<file path="config.mk">
export PLATFORM = sky130hd
export DESIGN_NAME = adc_ctrl_regs
export DESIGN_NICKNAME = d
export VERILOG_FILES = /design/src/rtl/adc_ctrl_regs.sv
export SDC_FILE = /design/constraint.sdc
export NUM_CORES = 1
export LEC_CHECK = 0
export ABC_AREA = 1
export BUFFER_PORTS_ARGS = -buffer_cell sky130_fd_sc_hd__buf_2
export CAP_MARGIN = 20
export CORE_ASPECT_RATIO = 0.5
export CORE_MARGIN = 2
export CORE_UTILIZATION = 35
export CTS_BUF_LIST = sky130_fd_sc_hd__clkbuf_16
export DETAILED_ROUTE_END_ITERATION = 8
export SYNTH_ARGS = -nofsm -noshare
export SYNTH_HDL_FRONTEND = slang
export SYNTH_SLANG_ARGS = --single-unit
</file>
<file path="constraint.sdc">
create_clock -name clk -period 3.6 [get_ports clk]
set_clock_uncertainty 0.2 [all_clocks]
set_input_delay 0.72 -clock clk [delete_from_list [all_inputs] [get_ports clk]]
set_output_delay 0.72 -clock clk [all_outputs]
set_load 0.03 [all_outputs]
</file>
<file path="src/rtl/adc_ctrl_regs.sv">
module adc_ctrl_regs #(
  parameter int RES_W       = 10,
  parameter int CONV_CYCLES = 14,
  parameter int NUM_CH      = 4,
  parameter int DATA_W      = 16
) (
  input  logic                      clk,
  input  logic                      rst_n,
  input  logic                      stop_i,
  input  logic                      bus_wr_i,
  input  logic                      bus_rd_i,
  input  logic [1:0]                bus_addr_i,
  input  logic [7:0]                bus_wdata_i,
  output logic [DATA_W-1:0]         bus_rdata_o,
  input  logic [RES_W-1:0]          code_i,
  output logic [$clog2(NUM_CH)-1:0] ch_sel_o,
  output logic                      eoc_irq_o
);
  localparam int CH_W  = $clog2(NUM_CH);
  localparam int CNT_W = $clog2(CONV_CYCLES);
  localparam logic [CNT_W-1:0] LAST = CNT_W'(CONV_CYCLES - 1);
  localparam logic [1:0] A_MODE = 2'd0, A_CHAN = 2'd1, A_FULL = 2'd2, A_HIGH = 2'd3;

  logic             start_q, en_q;
  logic [CH_W-1:0]  sel_q;
  logic [CNT_W-1:0] tick_q;
  logic [RES_W-1:0] res_q, hold_d;
  logic             hold_v, irq_q;

  wire ctl_wr     = bus_wr_i && (bus_addr_i == A_MODE || bus_addr_i == A_CHAN);
  wire res_rd     = bus_rd_i && bus_addr_i[1];
  wire run        = start_q && en_q && !stop_i;
  wire conv_end   = run && tick_q == LAST;
  wire commit_new = conv_end && !ctl_wr && !res_rd;
  wire park       = conv_end && !ctl_wr && res_rd;
  wire commit_old = hold_v && !ctl_wr && !res_rd && !commit_new;

  always_ff @(posedge clk or negedge rst_n) begin
    if (!rst_n) begin
      start_q <= 1'b0;
      en_q    <= 1'b0;
      sel_q   <= '0;
    end else if (bus_wr_i) begin
      if (bus_addr_i == A_MODE) begin
        start_q <= bus_wdata_i[7];
        en_q    <= bus_wdata_i[0];
      end
      if (bus_addr_i == A_CHAN) sel_q <= bus_wdata_i[CH_W-1:0];
    end
  end

  always_ff @(posedge clk or negedge rst_n) begin
    if (!rst_n)                           tick_q <= '0;
    else if (ctl_wr || !run || conv_end)  tick_q <= '0;
    else                                  tick_q <= tick_q + 1'b1;
  end

  always_ff @(posedge clk or negedge rst_n) begin
    if (!rst_n) begin
      res_q  <= '0;
      hold_d <= '0;
      hold_v <= 1'b0;
      irq_q  <= 1'b0;
    end else begin
      irq_q <= commit_new || commit_old;
      if (commit_new)      res_q <= code_i;
      else if (commit_old) res_q <= hold_d;
      if (ctl_wr) hold_v <= 1'b0;
      else if (park) begin
        hold_v <= 1'b1;
        hold_d <= code_i;
      end else if (commit_new || commit_old) hold_v <= 1'b0;
    end
  end

  always_comb begin
    unique case (bus_addr_i)
      A_MODE:  bus_rdata_o = DATA_W'({start_q, 6'b0, en_q});
      A_CHAN:  bus_rdata_o = DATA_W'(sel_q);
      A_FULL:  bus_rdata_o = {res_q, {(DATA_W-RES_W){1'b0}}};
      default: bus_rdata_o = DATA_W'(res_q[RES_W-1 -: 8]);
    endcase
  end

  assign ch_sel_o  = sel_q;
  assign eoc_irq_o = irq_q;

  p_ctl_wins_r5: assert property (@(posedge clk) disable iff (!rst_n)
    ctl_wr |=> !eoc_irq_o);
  p_read_keeps_r4: assert property (@(posedge clk) disable iff (!rst_n)
    res_rd |=> $stable(res_q));
  p_stop_idle_r6: assert property (@(posedge clk) disable iff (!rst_n)
    stop_i |=> tick_q == '0);
  p_irq_cause_r8: assert property (@(posedge clk) disable iff (!rst_n)
    eoc_irq_o |-> $past(!res_rd && !ctl_wr));
  p_tick_range_r3: assert property (@(posedge clk) disable iff (!rst_n)
    tick_q <= LAST);
  p_disabled_idle_r1: assert property (@(posedge clk) disable iff (!rst_n)
    !en_q |=> tick_q == '0);
endmodule

</file>
# Word level (Yosys, flattened, before mapping)

Cells that the tools add are included.

Flip-flop bits (word level): 30
Input port bits: 25
Output and inout port bits: 19
Word-level logic and storage cells: 46

Add/subtract/negate cells: 1
Equal/unequal tests: 3
Multiplexer cells: 7
Bitwise operators: 1
Reduce and logical (&&, ||, !) cells: 26

Operators with widths:

| operator                                                        | count |
|---|---|
| 16-bit one-hot mux with 3 select lines                          | 1 |
| 10-bit two-way mux                                              | 2 |
| 1-bit logical AND                                               | 11 |
| 2-bit AND reduction                                             | 3 |
| 1-bit logical NOT                                               | 5 |
| 4-bit by 1-bit adder with 4-bit output, second input constant   | 1 |
| 4-bit == test, second input constant                            | 1 |
| 1-bit logical OR                                                | 4 |
| 4-bit two-way mux                                               | 1 |
| 1-bit two-way mux                                               | 3 |
| 3-bit nonzero test                                              | 1 |
| 2-bit by 1-bit == test with 1-bit output, second input constant | 1 |
| 2-bit == test, second input constant                            | 1 |
| 2-bit logical NOT                                               | 1 |
| 2-bit nonzero test                                              | 1 |
| 1-bit NOT                                                       | 1 |

# Logic depth before layout (Yosys ltp)

Depth after elaboration: 12
Gate-level depth with buffers: 9

# Worst setup path before layout

Ideal clock, no wire load.

Kind: input to output
Start point: input port bus_addr_i[1]
End point: output port bus_rdata_o[1]
Arrival: 1,550 ps
Required time: 2,680 ps
Path slack: 1,130 ps
Cell stages on the path: 2
Buffers on the path: 0
Cell sequence: nand2_1 > o21ai_0

Cells in the longest elaborated chain, start to end: 2
Elaborated cells between the ends (all ways): 4

RTL lines:

| item                                     | line | source |
|---|---|---|
| start: declaration                       | 12   | `input logic [1:0] bus_addr_i,` |
| 2-bit == test (tied with other cells)    | 77   | `unique case (bus_addr_i)` |
| 16-bit one-hot mux with 3 select lines * | 77   |  |
| end: declaration                         | 14   | `output logic [DATA_W-1:0] bus_rdata_o,` |

Mark *: on every way between the ends. The rest lies on a longest branch, timed or not.

# Worst setup path after layout

Start point: input port bus_addr_i[1]
End point: output port bus_rdata_o[8]

Same word-level chain as after synthesis.

==> flow_metrics.tcl <==
set metrics [dict create \
    dp_hpwl_mm 2.583 \
    cts_num_sinks 30 \
    power.ir.vdd_worst_mv 0.1647 \
    fin_ws_ns 1.022 \
    ys_seq_elements 30 \
    top_level_ports 44 \
    p_int_uw 620.2 \
    rr_endpoint "res_q[0]" \
    synth.area.top_cells "sky130_fd_sc_hd__dfrtp_1 45%, sky130_fd_sc_hd__o21ai_2 10%, sky130_fd_sc_hd__nand2_1 9.5%" \
    netlist-cell-type-count 23 \
    top_sig_layer "met4" \
    postRouteAntennaNets 0 \
    htreeDepth 2 \
    clkLatencyLatePin_ns 0.27 \
    detailedRoute.firstPassIterationCount 4 \
    reg2reg_from "tick_q[1]" \
    critPathRequiredTime_ns 2.68 \
    grt_usage 0.1560 \
    regToRegSetupSlack_ns 1.47 \
    ff2ff_path_depth 8 \
    cts_resized 0 \
    placeableCoreArea_sq_mm 0.004467 \
    maxCapViolations 0 \
    vias 1364 \
    area.growth.synth_to_final_pct 20.38 \
    synth_largest_type_area_fraction 0.4528 \
    starting_density_of_the_core 0.3711 \
    synth.yosys.warnings 0 \
    final_layout_size_suffix_gt1_frac 0.3178 \
    power_density_mw_per_mm2 411.2 \
    route.detailed.wl_per_inst_microns 12.33 \
    status "finished, final reports clean" \
    pwr-share-comb 0.087 \
    hold_path_class "in -> async" \
    grt-ovfl-total 0 \
    die_h_microns 52.67 \
    grt_pass1_wl_mm 6.382 \
    cts_made_buffers 5 \
    timing.fmax_ghz 0.3879 \
    finalWirelength_mm 3.614 \
    clock_path_buffers 2 \
    post_synth.cell_area_avg_sq_um 8.331 \
    clk_transition_reported_paths_ns 0.05 \
    largest_net_degree_at_the_start_of_global_routing 31 \
    worst_max_slew_margin_expressed_relative_to_the_limit 0.5546 \
    postCtsSetupBuffers 0 \
    root_buffer "sky130_fd_sc_hd__clkbuf_16" \
    placement_rows 17 \
    total_power_uw 820.6 \
    cpMaxStageDelayCell "sky130_fd_sc_hd__buf_2" \
    tritoncts_clock_tree "done" \
    final_critical_path_required_period_ns 2.578 \
    gp_congestion 0.8155 \
    grt_setup_unrepaired "no" \
    p_leak_nw 1.036 \
    max_slew.worst_pin.slew_ns 0.6680 \
    fin_tns_setup_ns 0 \
    timing.critical_path.to_type "output pin" \
    worstPathArrival_ns 1.66 \
    port-buffer-count 38 \
    final_max_slew_viol_count 0 \
    path_cells "buf_2 > inv_2 > nor2_1 > inv_1 > nor2_1 > buf_2" \
    number_of_nets_in_the_final_layout 262 \
    grt_pass1_vias 1418 \
    diodes 0 \
    critical_path.max_fanout 8 \
    synth_seq_area_share 0.4528 \
    floorplan.die_area_sq_mm 0.005337 \
    startpoint_types "input pin" \
    drc 0 \
    setup_viol_count_final 0 \
    finalHoldViolations 0 \
    chipWidth_microns 101.3 \
    wirelength_met1_mm 1.869 \
    netlist_instances 199 \
    swShare 0.2442 \
    dr_wl_met3_microns 193 \
    postCtsHoldBufs 0 \
    timing_worst_setup_path_type "in -> out" \
    synth_area_sq_mm 0.001658 \
    seq_power_share 0.431 \
    met2WireLength_mm 1.530 \
    per_cell_via_count_in_the_routed_design 4.655 \
    detailedPlace.worstSlack_ns 1.041 \
    power.share.clock 0.482 \
    initial_antenna_violation_count 0 \
    synth_largest_area_cell "sky130_fd_sc_hd__dfrtp_1" \
    p_sw_uw 200.4 \
    critPathMaxStageDelay_ns 0.23 \
    finalCritPeriodShare 0.7160 \
    number_of_nets_in_the_synthesized_netlist 226 \
    drtIter0Drc 61 \
]
==> area by class of cell <==
| cell class | instances | area (sq um) |
|---|---|---|
| Fill cell | 475 | 2471 |
| Sequential cell | 30 | 750.7 |
| Multi-Input combinational cell | 126 | 714.4 |
| Timing Repair Buffer | 38 | 190.2 |
| Inverter | 34 | 127.6 |
| Clock buffer | 5 | 125.1 |
| Tap cell | 57 | 71.32 |
| Clock inverter | 3 | 16.27 |
==> cell usage after synthesis <==
library cell and instances:
sky130_fd_sc_hd__ha_1 2, sky130_fd_sc_hd__nor2_1 19, sky130_fd_sc_hd__inv_1 33, sky130_fd_sc_hd__xor2_1 1, sky130_fd_sc_hd__nand4_1 10, sky130_fd_sc_hd__nand3_2 3
sky130_fd_sc_hd__buf_6 3, sky130_fd_sc_hd__nand2_4 1, sky130_fd_sc_hd__clkbuf_1 1, sky130_fd_sc_hd__a21oi_1 1, sky130_fd_sc_hd__o211ai_1 2, sky130_fd_sc_hd__nor2_4 2
sky130_fd_sc_hd__nand2_2 2, sky130_fd_sc_hd__mux2_2 2, sky130_fd_sc_hd__nand3_1 14, sky130_fd_sc_hd__dfrtp_1 30, sky130_fd_sc_hd__o21ai_0 5, sky130_fd_sc_hd__xnor2_1 1
sky130_fd_sc_hd__o21ai_2 19, sky130_fd_sc_hd__inv_2 1, sky130_fd_sc_hd__buf_2 4, sky130_fd_sc_hd__nand2_1 42, sky130_fd_sc_hd__buf_4 1
==> worst max path at each step <==
stage,slack (ns),to,from,depth (start not counted)
3_3_place_gp,1.05,bus_rdata_o[8],bus_addr_i[1],6
5_1_grt,0.96,bus_rdata_o[8],bus_addr_i[1],6
4_1_cts,1.04,bus_rdata_o[8],bus_addr_i[1],6
6_report,1.02,bus_rdata_o[8],bus_addr_i[1],6
2_1_floorplan,1.13,bus_rdata_o[1],bus_addr_i[1],2
3_5_place_dp,1.04,bus_rdata_o[8],bus_addr_i[1],6
==> logic make-up (layout without fill, tap and decap cells) <==
logic type      Yosys count  count (layout)  share of synthesized area
simple gates             93              93                     0.2642
mux                       2               2                    0.01358
fa+ha+maj                 2               2                    0.01509
flops                    30              30                     0.4528
compound gates           27              27                     0.1275
buf+inv                  43              80                     0.1162
xor+xnor                  2               2                    0.01057
==> stage by stage <==
| stage | instance area (sq um) | utilization | hold slack [ns] | instances |
|---|---|---|---|---|
| after floorplan | 1658 | - | 0.2244 | 199 |
| after global placement | 1854 | 0.4151 | 0.2769 | 285 |
| after detailed placement | 1854 | 0.4151 | 0.2943 | 285 |
| after CTS | 1996 | 0.4468 | 0.3012 | 293 |
| after global routing | 1996 | 0.4468 | 0.3334 | 293 |
| final | 1996 | 0.4468 | 0.2812 | 293 |
==> power by group through the flow <==
stage | clock [mW] | combinational (mW) | sequential (mW)
floorplan | 0 | 0.0312 | 0.366
global route | 0.417 | 0.0804 | 0.355
finish | 0.396 | 0.0715 | 0.353
CTS | 0.402 | 0.0730 | 0.353
global placement | 0 | 0.0714 | 0.359
detailed placement | 0 | 0.0728 | 0.359
==> critical path, delay by kind of cell <==
kind	cells	cell delay, ns
simple gates	2	0.34
buf+inv	4	0.60
==> per-layer routing <==
metal | vias to the layer above | global-route usage
met3 | 2 | 0.04667
met5 | - | 0
met4 | 0 | 0.03604
met2 | 25 | 0.2506
met1 | 635 | 0.2082
li1 | 702 | -
==> flip-flops by register name, summed over array words and instances (netlist names) <==
name	count
en_q	1
hold_d	10
eoc_irq_o	1
tick_q	4
start_q	1
hold_v	1
res_q	10
ch_sel_o	2
==> placed cells by master (no fill, tap or decap) <==
cell,n
sky130_fd_sc_hd__nor2_1,19
sky130_fd_sc_hd__xnor2_1,1
sky130_fd_sc_hd__mux2_2,2
sky130_fd_sc_hd__clkinvlp_4,1
sky130_fd_sc_hd__inv_1,33
sky130_fd_sc_hd__buf_2,38
sky130_fd_sc_hd__nand3_1,14
sky130_fd_sc_hd__o211ai_1,2
sky130_fd_sc_hd__ha_1,2
sky130_fd_sc_hd__nand2_2,2
sky130_fd_sc_hd__nor2_4,2
sky130_fd_sc_hd__clkinv_2,1
sky130_fd_sc_hd__o21ai_0,5
sky130_fd_sc_hd__xor2_1,1
sky130_fd_sc_hd__dfrtp_1,30
sky130_fd_sc_hd__o21ai_2,19
sky130_fd_sc_hd__nand4_1,10
sky130_fd_sc_hd__inv_2,1
sky130_fd_sc_hd__clkbuf_16,5
sky130_fd_sc_hd__clkinv_1,1
sky130_fd_sc_hd__nand3_2,3
sky130_fd_sc_hd__nand2_4,1
sky130_fd_sc_hd__nand2_1,42
sky130_fd_sc_hd__a21oi_1,1
(Power assumes the default switching activity.)
